## src/rtl/rdport_pkg.sv

```systemverilog
package rdport_pkg;
  localparam logic [7:0] HDR_MARK = 8'hE7;

  typedef enum logic [1:0] {
    S_WAIT  = 2'd0,
    S_SEND  = 2'd1,
    S_DRAIN = 2'd2
  } seq_state_t;
endpackage

```

## src/rtl/rdport_addr_dec.sv

```systemverilog
module rdport_addr_dec #(
  parameter int AW       = 32,
  parameter int WIN_BITS = 16,
  localparam int SEL_W   = AW - WIN_BITS
) (
  input  logic             bus_rd,
  input  logic [AW-1:0]    bus_addr,
  input  logic [SEL_W-1:0] slot_id,
  output logic             hit_rd
);
  localparam logic [AW-1:0] OFS_MASK = (AW'(1) << WIN_BITS) - AW'(1);

  function automatic logic [AW-1:0] window_base(input logic [SEL_W-1:0] slot);
    return {slot, {WIN_BITS{1'b0}}};
  endfunction

  logic [AW-1:0] addr_base;
  assign addr_base = bus_addr & ~OFS_MASK;
  assign hit_rd    = bus_rd && (addr_base == window_base(slot_id));
endmodule

```

## src/rtl/rdport_seq.sv

```systemverilog
module rdport_seq
  import rdport_pkg::*;
#(
  parameter int DW = 32,
  parameter int LW = 16
) (
  input  logic          clk,
  input  logic          rst_n,
  input  logic          hit_rd,
  input  logic          evt_ready,
  input  logic [LW-1:0] evt_len,
  output logic [LW-1:0] mem_addr,
  input  logic [DW-1:0] mem_data,
  output logic          serve_o,
  output logic [DW-1:0] word_o,
  output logic          last_o,
  output logic          done_o
);
  localparam int PAD_W = DW - 8 - LW;

  function automatic logic [DW-1:0] make_header(input logic [LW-1:0] n);
    return {HDR_MARK, {PAD_W{1'b0}}, n};
  endfunction

  seq_state_t    state;
  logic [LW-1:0] idx;
  logic          at_last;
  logic          take;

  assign serve_o  = (state == S_SEND);
  assign at_last  = (idx == evt_len);
  assign take     = hit_rd && serve_o;
  assign last_o   = at_last;
  assign done_o   = take && at_last;
  assign mem_addr = idx - LW'(1);
  assign word_o   = (idx == '0) ? make_header(evt_len) : mem_data;

  always_ff @(posedge clk) begin
    if (!rst_n) begin
      state <= S_WAIT;
      idx   <= '0;
    end else begin
      case (state)
        S_WAIT: begin
          idx <= '0;
          if (evt_ready) state <= S_SEND;
        end
        S_SEND: begin
          if (take) begin
            if (at_last) state <= S_DRAIN;
            else         idx   <= idx + LW'(1);
          end
        end
        S_DRAIN: begin
          if (!evt_ready) state <= S_WAIT;
        end
        default: state <= S_WAIT;
      endcase
    end
  end

  AST_IDX_IN_RANGE: assert property (@(posedge clk) disable iff (!rst_n)
    serve_o |-> (idx <= evt_len));
  AST_DRAIN_QUIET: assert property (@(posedge clk) disable iff (!rst_n)
    (state == S_DRAIN) |-> !done_o);
  AST_DONE_LEAVES_SEND: assert property (@(posedge clk) disable iff (!rst_n)
    done_o |=> (state == S_DRAIN));
endmodule

```

## src/rtl/chain_readout_port.sv

```systemverilog
module chain_readout_port #(
  parameter int          DW        = 32,
  parameter int          LW        = 16,
  parameter int          AW        = 32,
  parameter int          WIN_BITS  = 16,
  parameter logic [31:0] FILL_WORD = 32'h0BADF00D,
  localparam int         SEL_W     = AW - WIN_BITS
) (
  input  logic             clk,
  input  logic             rst_n,
  input  logic [SEL_W-1:0] slot_id,
  input  logic             last_module,
  input  logic             bus_rd,
  input  logic [AW-1:0]    bus_addr,
  input  logic             evt_ready,
  input  logic [LW-1:0]    evt_len,
  output logic [LW-1:0]    mem_addr,
  input  logic [DW-1:0]    mem_data,
  output logic             rd_valid,
  output logic [DW-1:0]    rd_data,
  output logic             irq_lvl6,
  output logic             irq_lvl7,
  output logic             evt_done
);
  logic          hit_rd;
  logic          serve;
  logic [DW-1:0] seq_word;
  logic          seq_last;
  logic          seq_done;
  logic          end_of_data;

  rdport_addr_dec #(.AW(AW), .WIN_BITS(WIN_BITS)) dec_i (
    .bus_rd(bus_rd), .bus_addr(bus_addr), .slot_id(slot_id), .hit_rd(hit_rd)
  );

  rdport_seq #(.DW(DW), .LW(LW)) seq_i (
    .clk(clk), .rst_n(rst_n), .hit_rd(hit_rd), .evt_ready(evt_ready),
    .evt_len(evt_len), .mem_addr(mem_addr), .mem_data(mem_data),
    .serve_o(serve), .word_o(seq_word), .last_o(seq_last), .done_o(seq_done)
  );

  assign end_of_data = hit_rd && serve && seq_last;

  always_ff @(posedge clk) begin
    if (!rst_n) begin
      rd_valid <= 1'b0;
      rd_data  <= '0;
      irq_lvl6 <= 1'b0;
      irq_lvl7 <= 1'b0;
      evt_done <= 1'b0;
    end else begin
      rd_valid <= hit_rd;
      if (hit_rd) rd_data <= serve ? seq_word : DW'(FILL_WORD);
      irq_lvl6 <= end_of_data && !last_module;
      irq_lvl7 <= end_of_data && last_module;
      evt_done <= seq_done;
    end
  end

  AST_IRQ_EXCLUSIVE: assert property (@(posedge clk) disable iff (!rst_n)
    $countones({irq_lvl6, irq_lvl7}) <= 1);
  AST_IRQ_WITH_WORD: assert property (@(posedge clk) disable iff (!rst_n)
    (irq_lvl6 || irq_lvl7) |-> rd_valid);
  AST_DONE_WITH_IRQ: assert property (@(posedge clk) disable iff (!rst_n)
    evt_done |-> (irq_lvl6 || irq_lvl7));
  AST_MISS_SILENT: assert property (@(posedge clk) disable iff (!rst_n)
    (bus_rd && (bus_addr[AW-1:WIN_BITS] != slot_id)) |=> !rd_valid);
  AST_ONE_CYCLE_RESP: assert property (@(posedge clk) disable iff (!rst_n)
    !bus_rd |=> !rd_valid);
  AST_NO_IRQ_IDLE: assert property (@(posedge clk) disable iff (!rst_n)
    !evt_ready |=> !(irq_lvl6 || irq_lvl7));
endmodule

```

## config.mk

```make
export PLATFORM = sky130hd
export DESIGN_NAME = chain_readout_port
export DESIGN_NICKNAME = d
export VERILOG_FILES = /design/src/rtl/rdport_pkg.sv /design/src/rtl/rdport_addr_dec.sv /design/src/rtl/rdport_seq.sv /design/src/rtl/chain_readout_port.sv
export SDC_FILE = /design/constraint.sdc
export NUM_CORES = 1
export LEC_CHECK = 0
export BUFFER_PORTS_ARGS = -buffer_cell sky130_fd_sc_hd__buf_2
export CAP_MARGIN = 20
export CORE_UTILIZATION = 44
export DETAILED_ROUTE_END_ITERATION = 12
export GPL_TIMING_DRIVEN = 0
export PLACE_DENSITY_LB_ADDON = 0.3
export SYNTH_ARGS = -nofsm -noshare
export SYNTH_HDL_FRONTEND = slang
export SYNTH_SLANG_ARGS = --single-unit
```

## constraint.sdc

```tcl
create_clock -name clk -period 3.8 [get_ports clk]
set_input_delay 0.19 -clock clk [delete_from_list [all_inputs] [get_ports clk]]
set_output_delay 0.19 -clock clk [all_outputs]
set_load 0.1 [all_outputs]
```

======== Yosys cells after proc, flatten, opt, wreduce, memory -nomap -nowiden ========
Index checks and enable logic that the tools add are counted.
word-level totals
  bits in registers ....................... 54
  input port bits ......................... 101
  output and inout port bits .............. 52
  word-level logic and storage cells ...... 39
cells by class
  add/sub/neg operators ................... 2
  equal/unequal tests ..................... 9
  mux-type cells .......................... 10
  reductions and logical operators ........ 11
operator list
  cell                                                 count
  2-to-1 mux 32 bit                                    2
  == test 16 bit                                       2
  2-to-1 mux 16 bit                                    2
  case mux 16 bit (2 select lines)                     1
  adder 16 x 1 -> 16 bit (second input constant)       1
  zero test 16 bit                                     1
  subtractor 16 x 1 -> 16 bit (second input constant)  1
  inequality test 2 bit (second input constant)        5
  2-to-1 mux 2 bit                                     4
  case mux 2 bit (3 select lines)                      1
  logical AND 1 bit                                    5
  AND reduction 4 bit                                  1
  AND reduction 3 bit                                  1
  == test 2 x 1 -> 1 bit (second input constant)       1
  == test 2 bit (second input constant)                1
  zero test 2 bit                                      1
  nonzero test 2 bit                                   1
  zero test 1 bit                                      1

======== Depth between registers and ports, before layout ========
  depth after elaboration ................. 5
  mapped depth ............................ 10
  mapped depth without buffers ............ 7

======== By module ========
From an unflattened synthesis, not the netlist that was laid out.
unflattened totals
  cell total of the unflattened synthesis .. 391
  area total of the unflattened synthesis .. 3399.5 µm²
by module, submodules not included
  module              times used  cells each  area each (µm²)  sequential area each (µm²)
  rdport_seq          1           247         1915.6           360.3
  chain_readout_port  1           122         1302.5           720.7
  rdport_addr_dec     1           22          181.4            0.0

======== Least setup slack after synthesis ========
No wires, ideal clock.
  kind .................................... reg-to-output
  start point ............................. reg seq_i.idx[0]
  end point ............................... out mem_addr[15]
  data arrival time ....................... 3.487 ns
  data required time ...................... 3.610 ns
  path slack .............................. 0.123 ns
  cell stages (with the launch flop) ...... 7
  path buffers ............................ 1
  cells stage by stage .................... dfxtp_1 clkbuf_1 inv_1 nand3_1 or3_4 nor3_1 xor2_1
on the way
  longest elaborated chain between the ends .. 1
ends and longest elaborated chain
  what                         RTL line                  source
  start, declared              rdport_seq.sv:26          logic [LW-1:0] idx;
  start signal, assigned       rdport_seq.sv:51          else idx <= idx + LW'(1);
  subtractor 16 x 1 -> 16 bit  rdport_seq.sv:35          assign mem_addr = idx - LW'(1);
  end, declared                chain_readout_port.sv:17  output logic [LW-1:0] mem_addr,
Every way passes these cells.

======== Final worst setup path ========
  start point ............................. reg seq_i.idx[10]
  end point ............................... out mem_addr[15]
The elaborated chain is that of the path after synthesis.

==> summary.md <==
| Metric | Value |
|---|---|
| Compound-gate portion of the synthesized area | about 15% |
| Most common cell after layout, fill and taps aside | buf_2 |
| Slew Viols, Final | 0 |
| Setup Buffers After CTS | 0 |
| Mux share of post-synthesis cell area | between 5 and 6% |
| Chip Width | 88.5 um |
| Total Routed Length | between 9 and 10 mm |
| Max-slew headroom | between 30 and 40% |
| Synth top area share | about a third |
| Final net count | 640 |
| Dominant synthesized flop cell | dfxtp_1 |
| Fill cell count | 703 |
| TritonCTS Buffers | 5 |
| MaxCap Viol Count | 0 |
| Commonest cells after routing, fill and taps aside | 146 x buf_2, 54 x dfxtp_1, 39 x xor2_1 |
| GRT overflow | 0 |
| Synth Area in Simple Gates | roughly a quarter |
| Synth Instances | between 300 and 400 |
| RSZ-0062 raised after global routing | no |
| Maximum VDD drop | approximately 0.00016 V |
| Gr usage total | 25.0% |
| Setup crit end | mem_addr[15] |
| Crit path DAT | ~2900 ps |
| Largest family of logic cells by synthesized area | simple AND/OR/NAND/NOR gates |
| Synth top area cells | dfxtp_1 33%, xor2_1 10%, nor2_1 3.9% |
| CP endpoint kind | output pin |
| Final Cycle Share | ~81% |
| Fin crit period | between 3000 and 4000 ps |
| Synth warn | 0 |
| R2R setup slack | about 1200 ps |
| Vias in the first global route | about 3,100 |
| Core Area | 7250 um^2 |
| Hold WS | between 30 and 40 ps |
| DRC | 0 |
| Fmax | 323 MHz |
| Syn nets | 497 |
| DP HPWL | 7.65 mm |
| CP Class | reg2out |
| CTS Hold Buffers Added | 0 |
| Antenna violations before repair | 0 |
| Final setup viols | 0 |
| DIE AREA | between 7000 and 8000 um^2 |
| Layout cells sized above 1 | around a third |
| Num rows | 31 |
| Setup_tns | 0 ps |
| Post-synth EDFFs | 0 |
| Worst slew pin tran | just under 1000 ps |
| Final RePlAce weighted congestion | 0.906 |
| Largest net degree at the start of global routing | 19 |
| Overall power | 1.09 mW |
| Pwr dens | ~260 nW/um^2 |
| WL/cell | roughly 15 um |
| Post-synth ARST share | 0% |
| Final Hold Viols | 0 |
| Global-route wire length before repair | 15.1 mm |
| CP Launch Point | seq_i.idx[10] |
| Clock Path Buffers | 2 |
| PortBufs | roughly 140 |
| H-tree levels | 2 |
| Detail Route Antenna Nets | 0 |
| Tightest Hold Check Type | in2reg |
| CTS tree | built |
| # resized after CTS | 0 |
| Worst r2r src | seq_i.idx[4] |
| Clk_lat worst skew | 320 ps |
| Cells on worst reg2reg path | 9 |
| Mapped Area | ~3300 um^2 |
| #FFs+latches synth | between 50 and 60 |
| Status | finished, final reports clean |
| Worst R2R End | rd_data[7] |
| Via density | roughly 5.5 |
| Drt first pass iters | 5 |
| Clk slew on worst S/H paths | about 100 ps |
| Synth area leader | dfxtp_1 |
| Crit path launch type | flop |
| I/O pin count | between 150 and 200 |
| Leakage power | roughly 1.9 nW |
| DR iter-0 viols | ~210 |
| CP required | between 3000 and 4000 ps |
| Post-synthesis xor/xnor area fraction | a little under an eighth |
| Netlist cell types | 53 |
| DR vias | 3,521 |
| Register area share after synthesis | 32.8% |
| Die height | around 90 um |
| Multi-input gate area | between 1500 and 2000 um^2 |
| Syn_area_per_cell | approximately 8.4 um^2 |
| FF/Latch Area | 1080 um^2 |
| Area grow syn2layout | 28.0% |
| Worst Skew | 9.41 ps |
| Post-Synth Adder-Cell Area | 1.14% |
| N_diodes | 0 |
| CTS sink count | between 50 and 60 |
| Crit path max fanout | 9 |
| Initial cell density of the core | 45.4% |
| Root buffer cell | clkbuf_8 |
worst min path at each step:
stage / start / endpoint / slack (ps) / cells past startpoint
floorplan: last_module / irq_lvl6 / 260 / 1
global placement: last_module / irq_lvl6 / 360 / 2
detailed placement: last_module / irq_lvl6 / 360 / 2
CTS: last_module / irq_lvl6 / 30 / 2
global route: last_module / irq_lvl6 / 30 / 2
finish: last_module / irq_lvl6 / 30 / 2
critical path: stages, from the launching register on:
cell      delay (ps)
dfxtp_1          310
clkbuf_1         210
or4_1            570
or2_2            320
or3_4            380
nor3_1           190
xor2_1           170
buf_2            440
layout make-up:
type                       instances  share of cell area (%)
multi-input combinational        297                    47.0
sequential                        54                    25.6
timing repair buffer             136                    16.1
buffer                            37                    5.02
tap                               99                    2.94
clock buffer                       5                    1.63
clock inverter                     3                    1.13
inverter                           5                   0.445
registers in the layout, summed over array words and instances, names as in the netlist:
register and cells:
evt_done 1, rd_valid 1, rd_data 32, seq_i.idx 16
irq_lvl6 1, irq_lvl7 1, seq_i.state 2
cells in the mapped netlist (7+ instances only):
library cell	count
dfxtp_1	54
xor2_1	39
nor2_1	34
nand2_1	31
clkbuf_1	20
a21oi_1	17
nor3_1	16
nand3_1	14
nor4_1	14
buf_2	10
a22oi_1	9
nand4_1	9
o21ai_0	9
mux2i_1	8
mux2_2	7
o211ai_1	7
layer usage:
| layer | GRT usage, % | part of all wire (%) | vias up |
|---|---|---|---|
| met5 | 0 | 0 | - |
| met4 | 7.33 | 1.2 | 0 |
| met3 | 5.88 | 7.4 | 18 |
| met2 | 41.5 | 49 | 177 |
| met1 | 32.4 | 42 | 1624 |
| li1 | - | - | 1702 |
where the power goes:
| part | switching (mW) | leakage [nW] | internal, mW |
|---|---|---|---|
| clock | 0.208 | 0.0587 | 0.200 |
| combinational | 0.0586 | 1.40 | 0.0537 |
| sequential | 0.000363 | 0.435 | 0.566 |
| total | 0.267 | 1.90 | 0.820 |
logic make-up (layout without fill, tap and decap cells):
kind of cell             Yosys count  after routing
AND/OR/NAND/NOR                  158            158
AO/OA/AOI/OAI                     74             74
flip-flops                        54             54
XOR/XNOR                          45             45
buffers and inverters             42            186
multiplexers                      17             17
adder cells (fa/ha/maj)            3              3
per-stage QoR:
stage                     std cells  cell area [um^2]  util (%)  setup WS [ps]
after CTS                       636              4220      58.1            707
final                           636              4220      58.1            707
after floorplan                 393              3290         -            123
after detailed placement        628              4100      56.5           1060
after global routing            636              4220      58.1            610
after global placement          628              4100      56.5           1110
No activity file was read; power rests on OpenSTA's default activity.
